**src/rtl/fsim_pkg.sv**
```systemverilog
package fsim_pkg;

    localparam int NUM_PI    = 5;
    localparam int NUM_SITE  = 24;
    localparam int NUM_FAULT = 2 * NUM_SITE;
    localparam int SITE_W    = $clog2(NUM_SITE);
    localparam int FAULT_W   = $clog2(NUM_FAULT);
    localparam int CNT_W     = $clog2(NUM_FAULT + 1);

    // Fault site numbering: inputs, gate outputs, gate pins, primary output
    typedef enum logic [SITE_W-1:0] {
        S_IN_A, S_IN_B, S_IN_C, S_IN_D, S_IN_E,
        S_G_OUT, S_F_OUT, S_H_OUT, S_J_OUT, S_K_OUT, S_Y_OUT,
        S_G_PA, S_G_PB, S_F_PB, S_F_PC, S_H_PF, S_H_PD,
        S_J_PD, S_J_PE, S_K_PH, S_K_PJ, S_Y_PG, S_Y_PK,
        S_PO
    } site_e;

    typedef struct packed {
        logic [NUM_PI-1:0] vec;
        logic              expect_bit;
    } pat_entry_t;

    typedef struct packed {
        logic [SITE_W-1:0] site;
        logic              stuck_val;
    } fault_sel_t;

    typedef enum logic {
        ST_IDLE,
        ST_RUN
    } eng_state_e;

    function automatic fault_sel_t fault_of(input logic [FAULT_W-1:0] idx);
        fault_sel_t r;
        r.site      = idx[FAULT_W-1:1];
        r.stuck_val = idx[0];
        return r;
    endfunction

    function automatic logic inject(input logic v, input logic en, input logic sv);
        return en ? sv : v;
    endfunction

endpackage

```
**src/rtl/cut_netlist.sv**
```systemverilog
module cut_netlist
    import fsim_pkg::*;
(
    input  logic [NUM_PI-1:0]   pi_vec,
    input  logic [NUM_SITE-1:0] force_en,
    input  logic                force_val,
    output logic                y_out
);
    logic a, b, c, d, e;
    logic g_n, f_n, h_n, j_n, k_n, y_n;

    always_comb begin
        a = inject(pi_vec[4], force_en[S_IN_A], force_val);
        b = inject(pi_vec[3], force_en[S_IN_B], force_val);
        c = inject(pi_vec[2], force_en[S_IN_C], force_val);
        d = inject(pi_vec[1], force_en[S_IN_D], force_val);
        e = inject(pi_vec[0], force_en[S_IN_E], force_val);

        g_n = inject(~(inject(a, force_en[S_G_PA], force_val) &
                       inject(b, force_en[S_G_PB], force_val)),
                     force_en[S_G_OUT], force_val);
        f_n = inject(~(inject(b, force_en[S_F_PB], force_val) &
                       inject(c, force_en[S_F_PC], force_val)),
                     force_en[S_F_OUT], force_val);
        h_n = inject(~(inject(f_n, force_en[S_H_PF], force_val) &
                       inject(d,   force_en[S_H_PD], force_val)),
                     force_en[S_H_OUT], force_val);
        j_n = inject(~(inject(d, force_en[S_J_PD], force_val) &
                       inject(e, force_en[S_J_PE], force_val)),
                     force_en[S_J_OUT], force_val);
        k_n = inject(inject(h_n, force_en[S_K_PH], force_val) |
                     inject(j_n, force_en[S_K_PJ], force_val),
                     force_en[S_K_OUT], force_val);
        y_n = inject(inject(g_n, force_en[S_Y_PG], force_val) &
                     inject(k_n, force_en[S_Y_PK], force_val),
                     force_en[S_Y_OUT], force_val);

        y_out = inject(y_n, force_en[S_PO], force_val);
    end

endmodule

```
**src/rtl/fault_site_decoder.sv**
```systemverilog
module fault_site_decoder
    import fsim_pkg::*;
(
    input  logic                enable,
    input  logic [FAULT_W-1:0]  fault_idx,
    output logic [NUM_SITE-1:0] force_en,
    output logic                force_val
);
    fault_sel_t sel;

    assign sel       = fault_of(fault_idx);
    assign force_val = sel.stuck_val;

    for (genvar s = 0; s < NUM_SITE; s++) begin : g_site
        assign force_en[s] = enable && (sel.site == SITE_W'(s));
    end

endmodule

```
**src/rtl/pattern_store.sv**
```systemverilog
module pattern_store
    import fsim_pkg::*;
#(
    parameter int DEPTH = 8,
    localparam int AW   = (DEPTH > 1) ? $clog2(DEPTH) : 1
) (
    input  logic             clk,
    input  logic             wr_en,
    input  logic [AW-1:0]    wr_addr,
    input  pat_entry_t       wr_data,
    input  logic [AW-1:0]    rd_addr,
    output pat_entry_t       rd_data
);
    pat_entry_t mem [DEPTH];

    always_ff @(posedge clk) begin
        if (wr_en) begin
            mem[wr_addr] <= wr_data;
        end
    end

    assign rd_data = mem[rd_addr];

endmodule

```
**src/rtl/fsim_sequencer.sv**
```systemverilog
module fsim_sequencer
    import fsim_pkg::*;
#(
    parameter int DEPTH = 8,
    localparam int AW   = (DEPTH > 1) ? $clog2(DEPTH) : 1
) (
    input  logic                 clk,
    input  logic                 rst,
    input  logic                 start,
    input  logic                 good_y,
    input  logic                 faulty_y,
    input  logic                 exp_bit,
    output logic                 run_active,
    output logic [FAULT_W-1:0]   fault_idx,
    output logic [AW-1:0]        pat_idx,
    output logic                 done,
    output logic [CNT_W-1:0]     det_count,
    output logic [NUM_FAULT-1:0] det_map,
    output logic                 model_error
);
    localparam logic [AW-1:0]      LAST_PAT   = AW'(DEPTH - 1);
    localparam logic [FAULT_W-1:0] LAST_FAULT = FAULT_W'(NUM_FAULT - 1);

    eng_state_e state;
    logic       hit;
    logic       advance;

    assign hit        = good_y ^ faulty_y;
    assign advance    = hit || (pat_idx == LAST_PAT);
    assign run_active = (state == ST_RUN);

    always_ff @(posedge clk) begin
        if (rst) begin
            state       <= ST_IDLE;
            fault_idx   <= '0;
            pat_idx     <= '0;
            done        <= 1'b0;
            det_count   <= '0;
            det_map     <= '0;
            model_error <= 1'b0;
        end else begin
            done <= 1'b0;
            case (state)
                ST_IDLE: begin
                    if (start) begin
                        state       <= ST_RUN;
                        fault_idx   <= '0;
                        pat_idx     <= '0;
                        det_count   <= '0;
                        det_map     <= '0;
                        model_error <= 1'b0;
                    end
                end
                ST_RUN: begin
                    if (good_y != exp_bit) begin
                        model_error <= 1'b1;
                    end
                    if (hit) begin
                        det_map[fault_idx] <= 1'b1;
                        det_count          <= det_count + 1'b1;
                    end
                    if (advance) begin
                        pat_idx <= '0;
                        if (fault_idx == LAST_FAULT) begin
                            state <= ST_IDLE;
                            done  <= 1'b1;
                        end else begin
                            fault_idx <= fault_idx + 1'b1;
                        end
                    end else begin
                        pat_idx <= pat_idx + 1'b1;
                    end
                end
                default: state <= ST_IDLE;
            endcase
        end
    end

endmodule

```
**src/rtl/fault_sim_engine.sv**
```systemverilog
module fault_sim_engine
    import fsim_pkg::*;
#(
    parameter int PAT_DEPTH = 8,
    localparam int PAT_AW   = (PAT_DEPTH > 1) ? $clog2(PAT_DEPTH) : 1
) (
    input  logic                 clk,
    input  logic                 rst,
    input  logic                 start,
    input  logic                 load_en,
    input  logic [PAT_AW-1:0]    load_addr,
    input  logic [NUM_PI-1:0]    load_vec,
    input  logic                 load_expect,
    output logic                 done,
    output logic [CNT_W-1:0]     det_count,
    output logic [NUM_FAULT-1:0] det_map,
    output logic                 model_error
);
    logic                run_active;
    logic [FAULT_W-1:0]  fault_idx;
    logic [PAT_AW-1:0]   pat_idx;
    pat_entry_t          wr_entry;
    pat_entry_t          cur_entry;
    logic [NUM_SITE-1:0] force_en;
    logic                force_val;
    logic                good_y;
    logic                faulty_y;

    assign wr_entry.vec        = load_vec;
    assign wr_entry.expect_bit = load_expect;

    pattern_store #(.DEPTH(PAT_DEPTH)) u_store (
        .clk     (clk),
        .wr_en   (load_en && !run_active),
        .wr_addr (load_addr),
        .wr_data (wr_entry),
        .rd_addr (pat_idx),
        .rd_data (cur_entry)
    );

    fault_site_decoder u_dec (
        .enable    (run_active),
        .fault_idx (fault_idx),
        .force_en  (force_en),
        .force_val (force_val)
    );

    cut_netlist u_good (
        .pi_vec    (cur_entry.vec),
        .force_en  ('0),
        .force_val (1'b0),
        .y_out     (good_y)
    );

    cut_netlist u_faulty (
        .pi_vec    (cur_entry.vec),
        .force_en  (force_en),
        .force_val (force_val),
        .y_out     (faulty_y)
    );

    fsim_sequencer #(.DEPTH(PAT_DEPTH)) u_seq (
        .clk         (clk),
        .rst         (rst),
        .start       (start),
        .good_y      (good_y),
        .faulty_y    (faulty_y),
        .exp_bit     (cur_entry.expect_bit),
        .run_active  (run_active),
        .fault_idx   (fault_idx),
        .pat_idx     (pat_idx),
        .done        (done),
        .det_count   (det_count),
        .det_map     (det_map),
        .model_error (model_error)
    );

endmodule

```
**config.mk**
```make
export PLATFORM = sky130hd
export DESIGN_NAME = fault_sim_engine
export DESIGN_NICKNAME = d
export VERILOG_FILES = /design/src/rtl/fsim_pkg.sv /design/src/rtl/cut_netlist.sv /design/src/rtl/fault_site_decoder.sv /design/src/rtl/pattern_store.sv /design/src/rtl/fsim_sequencer.sv /design/src/rtl/fault_sim_engine.sv
export SDC_FILE = /design/constraint.sdc
export NUM_CORES = 1
export LEC_CHECK = 0
export ABC_AREA = 1
export BUFFER_PORTS_ARGS = -buffer_cell sky130_fd_sc_hd__buf_2
export CAP_MARGIN = 20
export CORE_MARGIN = 3
export CORE_UTILIZATION = 50
export DETAILED_ROUTE_END_ITERATION = 7
export PLACE_DENSITY = 0.7
export RECOVER_POWER = 50
export SLEW_MARGIN = 20
export SYNTH_ARGS = -nofsm -noshare
export SYNTH_HDL_FRONTEND = slang
export SYNTH_SLANG_ARGS = --single-unit
```
**constraint.sdc**
```tcl
create_clock -name clk -period 4.8 [get_ports clk]
set_input_delay 0.96 -clock clk [delete_from_list [all_inputs] [get_ports clk]]
set_output_delay 0.96 -clock clk [all_outputs]
set_load 0.02 [all_outputs]
```
==> flow_metrics.py, run 1 <==
metrics = {
    "drt": {
        "drtIter0Drc": 270,
        "drc": 0,
        "wl_per_cell_um": 15.0,
        "avgViaCountPerCell": 5.28,
        "dr_total_vias": 4305,
        "routed_wl_mm": 12.2,
        "drt-pass1-iter-count": 5,
        "ant_nets": 0,
    },
    "synth": {
        "async_reset_ff_frac": 0,
        "ys_seq_area_frac": 0.548,
        "yosys_warnings": 0,
        "syn-instance-count": 608,
        "netlist-cell-type-count": 34,
        "syn_area_per_cell_um2": 8.47,
        "syn_area_um2": 5150,
        "synth-seq-cells": 117,
        "syn_nets": 625,
        "synth_edf_count": 48,
        "ys_dominant_reg_cell": "dfxtp_1",
    },
    "floorplanning": {
        "die_y_um": 107,
        "io_pins": 69,
        "core.rowCount": 36,
        "die_area_um2": 11600,
        "die_x_um": 107,
        "initial_core_util": 0.520,
        "core_area_um2": 9910,
    },
    "placed_design": {
        "gp_congestion": 0.885,
        "portBuffers": 68,
        "dp_hpwl_mm": 8.40,
    },
    "timing": {
        "hold_violations": 0,
        "period_share": 0.679,
        "period_needed_ps": 3260,
        "slew_headroom": 0.497,
        "finalClockSkew_ps": 6.66,
        "finalMaxSlewViolations": 0,
        "finalSetupTns_ps": 0,
        "fmax_mhz": 307,
        "setup_viol": 0,
        "rsz0062_at_grt": "no",
        "worst_slew_pin_slew_ps": 752,
    },
    "setup_path": {
        "critical_path.max_stage_delay_ps": 680,
        "path_cells": "clkinv_1, nand4_1, nand2_1, o21ai_1, nand2_1, nand2_1, nand2_1, nand2_1, nand2_1, nand2_2, nand2_4, inv_2, nand2_1, nand3_1, a21oi_1",
        "crit_path_max_fanout": 47,
        "crit_top_cell": "nand2_1",
        "end_kind": "register",
        "cp.arrival_ps": 3650,
        "required_ps": 5190,
        "crit_slowest_cell": "dfxtp_1",
        "cp-start-kind": "register",
        "crit_type": "reg -> reg",
    },
    "layout": {
        "n_antenna_cell": 0,
        "register_area_um2": 2820,
        "fillers": 894,
        "area_growth_pct": 18.1,
        "final_nets": 688,
        "drive_gt1_frac": 0.155,
        "multi_input_area_um2": 1850,
    },
    "flow_run": {
        "maxCapViolCount": 0,
    },
    "clock_network": {
        "post_cts_buffers": 0,
        "cts_hold_buf": 0,
        "numCtsBuffers": 17,
        "cts_tree": "built",
        "cts_buffer_depth": 2,
        "cts_sinks": 117,
        "htree_levels": 4,
        "cts-resized-gates": 0,
        "cts_root_buf": "clkbuf_8",
        "worstSkewPairLatency_ps": 520,
        "path_clk_slew_ps": 60,
    },
    "global_routing": {
        "grtUsageMet3": 0.0654,
        "grt_max_degree": 49,
        "grt_util_met1": 0.317,
        "antenna_found_initial": 0,
        "first_global_vias": 3960,
        "grt_pass1_wl_mm": 20.1,
        "gr-total-overflow": 0,
        "grt_use_met2": 0.327,
        "track_usage": 0.224,
        "busiest_layer": "met2",
    },
    "power_and_ir_drop": {
        "peakVddDrop_mv": 0.232,
        "p_leak_uw": 0.00281,
        "p_per_area_nw_per_um2": 418,
        "finalPower_uw": 2540,
    },
    "min_path": {
        "hold_class": "reg -> reg",
    },
    "outcome": {
        "status": "finished, final reports clean",
    },
}
==> layer usage <==
layer | vias up | part of all wire | routed length [um]
met5 | - | 0 | 0
met4 | 0 | 0.017 | 213
met3 | 22 | 0.060 | 734
met2 | 124 | 0.45 | 5470
met1 | 2012 | 0.48 | 5810
li1 | 2147 | - | -
==> per-stage QoR <==
| stage | hold WS (ps) | area (um^2) | worst slack, ps | util | cells |
|---|---|---|---|---|---|
| after floorplan | 461 | 5150 | 2660 | - | 608 |
| final | 438 | 6080 | 1540 | 0.614 | 816 |
| after global routing | 457 | 6080 | 1120 | 0.614 | 816 |
| after global placement | 425 | 5520 | 1690 | 0.557 | 785 |
| after CTS | 436 | 6100 | 1580 | 0.616 | 816 |
| after detailed placement | 426 | 5520 | 1600 | 0.557 | 785 |
==> placed cells by master, fill, tap and decap left out, types with 3 or more instances in the layout <==
master	instances
inv_2	8
xor2_1	6
buf_2	50
clkbuf_1	20
edfxtp_1	48
a21oi_1	20
nand3b_1	3
clkinv_2	3
o21ai_0	26
dfxtp_1	69
nand4_1	9
nand3_2	3
nor3_1	48
inv_1	76
nand2_1	114
nand2_2	5
nor2_2	3
o21ai_1	34
nor2_1	42
ha_1	4
clkbuf_8	5
clkbuf_16	18
nand3_1	50
==> registers in the layout, summed over array words and instances (netlist names), named ones only <==
name / count
u_seq.det_count: 6
u_seq.fault_idx: 6
u_seq.run_active: 1
u_seq.pat_idx: 3
u_seq.model_error: 1
u_seq.det_map: 48
u_store.mem: 48
u_seq.done: 1
==> cells by family (layout without fill, tap and decap cells) <==
family	Yosys count	in the layout	share of synthesized area
xor gates and xnor gates	7	7	0.0119
and+or+nand+nor	283	283	0.251
DFF	117	117	0.548
AOI/OAI and AO/OA	85	85	0.0858
buffers and inverters	112	187	0.0935
adders and majority gates	4	4	0.00972
==> cell type report <==
cell class | count | area share
Clock buffer | 25 | 0.0866
Tap cell | 133 | 0.0274
Multi-Input combinational cell | 379 | 0.304
Timing Repair Buffer | 70 | 0.0547
Inverter | 86 | 0.0531
Sequential cell | 117 | 0.464
Clock inverter | 6 | 0.0101
==> worst max-delay path, delay by kind of cell (launching register included) <==
| kind | cells | cell delay [ps] |
|---|---|---|
| DFF | 1 | 680 |
| buffers and inverters | 2 | 1010 |
| and+or+nand+nor | 11 | 1190 |
| AOI/OAI and AO/OA | 2 | 220 |
==> power breakdown <==
group / total (uW) / switching (uW) / internal, uW
Clock: 1230 / 432 / 800
Combinational: 239 / 178 / 60.2
Sequential: 1070 / 19.3 / 1050
==> cells in the mapped netlist (2+ instances only) <==
cell / n / area, um^2
edfxtp_1: 48 / 1440
xor2_1: 6 / 52.6
o21ai_0: 26 / 130
clkbuf_1: 10 / 37.5
o21ai_1: 34 / 170
clkinv_1: 2 / 7.51
buf_2: 7 / 35.0
nand2_2: 5 / 31.3
nor3_2: 2 / 20.0
nand3_1: 50 / 250
nand3b_1: 3 / 22.5
buf_4: 2 / 15.0
nand2_1: 114 / 428
ha_1: 4 / 50.1
nand4_1: 9 / 56.3
dfxtp_1: 69 / 1380
nor2_4: 2 / 22.5
inv_2: 8 / 30.0
inv_1: 76 / 285
nand3_2: 3 / 30.0
nor2_2: 2 / 12.5
nor2_1: 43 / 161
nor3_1: 48 / 240
a21oi_1: 20 / 100
buf_6: 6 / 67.6
==> path summary, 6_finish.rpt <==
check                                   from                         endpoint  slack (ps)  cells past startpoint
max          u_seq.fault_idx[0]$_SDFFE_PP0P_  u_seq.det_count[2]$_SDFFE_PP0P_        1540                     15
min           u_seq.det_map[33]$_SDFFE_PP0P_   u_seq.det_map[33]$_SDFFE_PP0P_         440                      2
max reg2reg  u_seq.fault_idx[0]$_SDFFE_PP0P_  u_seq.det_count[2]$_SDFFE_PP0P_        1540                     15
min reg2reg   u_seq.det_map[33]$_SDFFE_PP0P_   u_seq.det_map[33]$_SDFFE_PP0P_         440                      2
No activity file was read; power rests on OpenSTA's default activity.
==> run 2: changes to the inputs <==
--- a/config.mk
+++ b/config.mk
@@ -11,7 +11,7 @@
 export CORE_MARGIN = 3
 export CORE_UTILIZATION = 50
 export DETAILED_ROUTE_END_ITERATION = 7
-export PLACE_DENSITY = 0.7
+export PLACE_DENSITY = 0.73
 export RECOVER_POWER = 50
 export SLEW_MARGIN = 20
 export SYNTH_ARGS = -nofsm -noshare
==> constraint.sdc (replaced) <==
create_clock -name clk -period 2.74 [get_ports clk]
set_input_delay 0.548 -clock clk [delete_from_list [all_inputs] [get_ports clk]]
set_output_delay 0.548 -clock clk [all_outputs]
set_load 0.02 [all_outputs]
==> run 2 against run 1 <==
Die area is the same. Non-clock buffer count increased by 15. Routed wire length increased by 1.1%. Flip-flop and latch count unchanged. Clock power is 80% higher. Power grew 80%. Core utilization up 1.2 points. Via count rose by 2.1%. Clock skew grew 0.77 ps. Fmax up 28%.
==> flow_metrics.py, run 2 (same netlist as run 1, synthesis figures left out) <==
metrics = {
    "outcome": {
        "status": "finished, final reports clean",
    },
    "setup_path": {
        "crit_path_max_fanout": 24,
        "required_ps": 3150,
        "cp-start-kind": "register",
        "end_kind": "register",
        "cp.arrival_ps": 2960,
        "crit_type": "reg -> reg",
    },
    "timing": {
        "setup_viol": 0,
        "timing.final.ws_setup_ps": 190,
        "hold_violations": 0,
        "finalClockSkew_ps": 7.43,
        "finalMaxSlewViolations": 0,
        "fmax_mhz": 392,
        "worst_slew_pin_slew_ps": 740,
        "period_needed_ps": 2550,
        "period_share": 0.931,
        "timing.hold.ws_ps": 344,
        "slew_headroom": 0.505,
    },
    "clock_network": {
        "cts_sinks": 117,
        "cts_tree": "built",
        "htree_levels": 4,
        "numCtsBuffers": 17,
        "cts_root_buf": "clkbuf_8",
        "path_clk_slew_ps": 60,
        "cts_hold_buf": 0,
        "worstSkewPairLatency_ps": 530,
        "cts_buffer_depth": 2,
    },
    "drt": {
        "dr_total_vias": 4396,
        "drtIter0Drc": 304,
        "ant_nets": 0,
        "drt-pass1-iter-count": 5,
        "avgViaCountPerCell": 5.28,
        "wl_per_cell_um": 14.8,
        "drc": 0,
        "routed_wl_mm": 12.4,
    },
    "global_routing": {
        "track_usage": 0.215,
        "antenna_found_initial": 0,
        "grt_max_degree": 48,
        "gr-total-overflow": 0,
        "first_global_vias": 3997,
        "grt_pass1_wl_mm": 19.2,
    },
    "power_and_ir_drop": {
        "swShare": 0.242,
        "pwr-share-clk": 0.484,
        "p_per_area_nw_per_um2": 737,
        "p_sw_uw": 1110,
        "finalPower_uw": 4570,
        "power_frac_comb": 0.107,
        "peakVddDrop_mv": 0.464,
        "power.internal_uw": 3470,
        "seqPwrFrac": 0.409,
        "p_leak_uw": 0.00270,
    },
    "layout": {
        "final_nets": 704,
        "final_area_um2": 6200,
        "fillers": 879,
        "drive_gt1_frac": 0.120,
        "layout_commonest_cell": "nand2_1",
        "final_cell_mix": "nand2_1, inv_1, dfxtp_1, clkbuf_1, nand3_1",
        "area_growth_pct": 20.5,
        "n_antenna_cell": 0,
        "top_regs": "u_seq.det_map: 48 flops, u_store.mem: 48 flops",
        "stdcell_count": 833,
    },
    "floorplanning": {
        "io_pins": 69,
        "die_y_um": 107,
        "core_area_um2": 9910,
        "die_x_um": 107,
        "core.rowCount": 36,
        "initial_core_util": 0.520,
        "die_area_um2": 11600,
    },
    "placed_design": {
        "portBuffers": 68,
        "gp_congestion": 0.917,
        "dp_hpwl_mm": 8.38,
        "placed_cell_area_um2": 5610,
        "dp_cells": 796,
        "dpl_worst_slack_ps": 178,
    },
    "min_path": {
        "hold_class": "in -> reg",
    },
    "flow_run": {
        "maxCapViolCount": 0,
    },
}
-- run 2: power groups by stage --
stage | sequential (uW) | clock (uW) | combinational [uW]
2_1_floorplan | 1910 | 0 | 356
3_3_place_gp | 1900 | 0 | 467
3_5_place_dp | 1900 | 0 | 475
4_1_cts | 1870 | 2240 | 483
5_1_grt | 1870 | 2320 | 542
6_report | 1870 | 2210 | 489
-- run 2: worst paths after layout --
check                                  start                             end  slack (ps)  cells after the start
max          u_seq.fault_idx[2]$_SDFFE_PP0P_  u_seq.det_map[37]$_SDFFE_PP0P_         190                     20
min reg2reg   u_seq.det_map[33]$_SDFFE_PP0P_  u_seq.det_map[33]$_SDFFE_PP0P_         440                      2
min                                    start                        register         340                      4
max reg2reg  u_seq.fault_idx[2]$_SDFFE_PP0P_  u_seq.det_map[37]$_SDFFE_PP0P_         190                     20
-- run 2: critical path, cell delays in order (launching register included) --
cell,delay (ps)
dfxtp_1,400
inv_1,140
nor2_4,170
nand2_1,80
o21ai_1,180
nand2_1,70
nand2_1,60
nand2_1,60
nand2_1,80
nand2_1,60
nand3_1,80
nand2_1,60
nand2_1,100
nand2_1,80
nand2_2,100
nand2_4,90
inv_4,120
buf_12,170
nor3_1,60
o21ai_0,200
inv_1,60
-- run 2: layout make-up --
cell class              count  area (um^2)  share of cell area
well taps                 133          166              0.0268
inverters                  86          334              0.0539
flip-flops and latches    117         2830               0.456
repair buffers             85          407              0.0656
repair inverters            1         5.00            0.000807
multi-input cells         379         1860               0.300
clock inverters             7         90.1              0.0145
clock buffers              25          517              0.0833
-- run 2: metal layers --
| layer | vias up | global-route usage | part of all wire |
|---|---|---|---|
| li1 | 2169 | - | - |
| met1 | 2034 | 0.282 | 0.44 |
| met2 | 172 | 0.341 | 0.47 |
| met3 | 21 | 0.0576 | 0.075 |
| met4 | 0 | 0.0775 | 0.014 |
| met5 | - | 0 | 0 |
-- run 2: metrics by stage --
stage               TNS, ps   util
global placement          0  0.566
detailed placement        0  0.566
CTS                       0  0.627
finish                    0  0.626
global route           -105  0.626
floorplan                 0      -
-- run 2: what timing repair did --
| action | CTS | global route |
|---|---|---|
| endpoints found under the setup margin | 0 | 47 |
| gates resized for setup | 0 | 15 |
| setup buffers | 0 | 4 |
==> run 3: changes to the inputs <==
--- a/config.mk
+++ b/config.mk
@@ -6,12 +6,14 @@
 export NUM_CORES = 1
 export LEC_CHECK = 0
 export ABC_AREA = 1
-export BUFFER_PORTS_ARGS = -buffer_cell sky130_fd_sc_hd__buf_2
+export BUFFER_PORTS_ARGS = -buffer_cell sky130_fd_sc_hd__buf_4
 export CAP_MARGIN = 20
+export CELL_PAD_IN_SITES_DETAIL_PLACEMENT = 0
+export CELL_PAD_IN_SITES_GLOBAL_PLACEMENT = 1
 export CORE_MARGIN = 3
-export CORE_UTILIZATION = 50
+export CORE_UTILIZATION = 39
 export DETAILED_ROUTE_END_ITERATION = 7
-export PLACE_DENSITY = 0.73
+export PLACE_DENSITY = 0.75
 export RECOVER_POWER = 50
 export SLEW_MARGIN = 20
 export SYNTH_ARGS = -nofsm -noshare
==> run 3 against run 2 <==
Non-clock buffer count grew 1. Register-to-register slack better by 70 ps. Setup slack improved by 68 ps. Cell count increased by 4.8%. Hold slack better by 96 ps. Routed wire length is 5.5% higher.
==> flow_metrics.py, run 3 (same netlist as run 1, synthesis figures left out) <==
metrics = {
    "clock_network": {
        "cts_sinks": 117,
        "path_clk_slew_ps": 50,
        "numCtsBuffers": 17,
        "cts_tree": "built",
        "htree_levels": 4,
        "cts_buffer_depth": 2,
        "cts_hold_buf": 0,
        "cts_root_buf": "clkbuf_16",
        "worstSkewPairLatency_ps": 410,
    },
    "drt": {
        "ant_nets": 0,
        "avgViaCountPerCell": 4.93,
        "drt-pass1-iter-count": 5,
        "wl_per_cell_um": 14.9,
        "dr_total_vias": 4300,
        "drc": 0,
        "routed_wl_mm": 13.0,
        "drtIter0Drc": 331,
    },
    "global_routing": {
        "gr-total-overflow": 0,
        "grt_max_degree": 48,
        "antenna_found_initial": 0,
        "track_usage": 0.178,
        "grt_use_met2": 0.265,
        "grtUsageMet3": 0.0527,
        "grt_util_met1": 0.244,
        "grt_pass1_wl_mm": 20.1,
        "first_global_vias": 3986,
        "busiest_layer": "met2",
    },
    "power_and_ir_drop": {
        "swShare": 0.245,
        "finalPower_uw": 4470,
        "power.internal_uw": 3370,
        "power_frac_comb": 0.115,
        "p_leak_uw": 0.00272,
        "seqPwrFrac": 0.419,
        "p_per_area_nw_per_um2": 715,
        "pwr-share-clk": 0.465,
        "peakVddDrop_mv": 0.348,
        "p_sw_uw": 1100,
    },
    "setup_path": {
        "crit_path_max_fanout": 24,
        "end_kind": "register",
        "cp-start-kind": "register",
        "r2r_slack_ps": 260,
        "cp.arrival_ps": 2780,
        "required_ps": 3040,
        "crit_type": "reg -> reg",
    },
    "timing": {
        "period_needed_ps": 2480,
        "setup_viol": 0,
        "timing.hold.ws_ps": 441,
        "finalSetupTns_ps": 0,
        "rsz0062_at_grt": "no",
        "slew_headroom": 0.474,
        "finalClockSkew_ps": 8.21,
        "worst_slew_pin_slew_ps": 786,
        "period_share": 0.906,
        "hold_violations": 0,
        "finalMaxSlewViolations": 0,
        "fmax_mhz": 403,
    },
    "layout": {
        "layout_commonest_cell": "nand2_1",
        "n_antenna_cell": 0,
        "final_nets": 705,
        "stdcell_count": 873,
        "final_cell_mix": "nand2_1, inv_1, clkbuf_1, dfxtp_1, nand3_1",
        "drive_gt1_frac": 0.124,
        "fillers": 1250,
        "area_growth_pct": 21.4,
        "top_regs": "u_seq.det_map: 48 flops, u_store.mem: 48 flops",
    },
    "floorplanning": {
        "die_x_um": 121,
        "die_y_um": 121,
        "initial_core_util": 0.403,
        "core_area_um2": 12800,
        "core.rowCount": 41,
        "io_pins": 69,
        "die_area_um2": 14600,
    },
    "flow_run": {
        "maxCapViolCount": 0,
    },
    "min_path": {
        "hold_class": "in -> reg",
    },
    "placed_design": {
        "portBuffers": 68,
        "dp_hpwl_mm": 8.76,
        "dp_cells": 836,
        "gp_congestion": 0.871,
    },
    "outcome": {
        "status": "finished, final reports clean",
    },
}
## run 3: changes by cell type in the layout (fill, tap and decap cells not counted), sizes merged
cell and delta:
buf +2, bufinv -1, clkbuf +2, clkinvlp -2
## run 3: through the flow
| stage | cell area (um^2) | utilization | setup slack, ps |
|---|---|---|---|
| after global placement | 5840 | 0.457 | 148 |
| after detailed placement | 5840 | 0.457 | 199 |
| final | 6250 | 0.489 | 258 |
| after CTS | 6400 | 0.501 | 176 |
| after floorplan | 5150 | - | 602 |
| after global routing | 6250 | 0.489 | 16.4 |
## run 3: path summary, 6_finish.rpt
| check | start | to | cells after the start |
|---|---|---|---|
| max | register | u_seq.det_map[0]$_SDFFE_PP0P_ | 19 |
| min | rst | u_seq.fault_idx[1]$_SDFFE_PP0P_ | 2 |
| max reg2reg | register | u_seq.det_map[0]$_SDFFE_PP0P_ | 19 |
| min reg2reg | u_seq.det_map[33]$_SDFFE_PP0P_ | u_seq.det_map[33]$_SDFFE_PP0P_ | 2 |
## run 3: area by class of cell
type / instances / area (um^2) / share of cell area
timing repair buffer: 86 / 458 / 0.0733
clock buffer: 28 / 517 / 0.0827
timing repair inverter: 1 / 5.00 / 0.000801
tap: 172 / 215 / 0.0344
multi-input combinational: 379 / 1850 / 0.296
inverter: 86 / 329 / 0.0526
clock inverter: 4 / 45.0 / 0.00721
sequential: 117 / 2830 / 0.453
## run 3: timing repair
item / in CTS / in global routing
endpoints found under the setup margin: 0 / 63
endpoints found under the hold margin: 0 / 0
gates resized for setup: 0 / 14
buffers inserted: 0 / 3
## run 3: worst max-delay path, cell delays in order (launching register included)
cell and delay [ps]:
dfxtp_1 410, buf_4 240, nand2_1 70, nand3_1 80, nand3_1 120, nand3_1 110
nand2_1 70, o21ai_1 150, nand2_1 70, nand2_1 50, nand2_1 40, nand2_1 90
nand2_1 80, nand2_2 100, nand2_4 80, inv_2 130, buf_12 180, nor3_1 60
o21ai_0 180, inv_1 60
## run 3: routing by layer
| metal | share of wire | vias to the layer above |
|---|---|---|
| met5 | 0 | - |
| met4 | 0.015 | 0 |
| met2 | 0.44 | 143 |
| li1 | - | 2170 |
| met3 | 0.070 | 18 |
| met1 | 0.48 | 1969 |
## run 3: power by group through the flow
stage | Sequential, uW | Clock (uW) | Combinational, uW
floorplan | 1910 | 0 | 356
global placement | 1900 | 0 | 478
detailed placement | 1910 | 0 | 481
CTS | 1870 | 2110 | 484
global route | 1880 | 2190 | 574
finish | 1870 | 2080 | 515
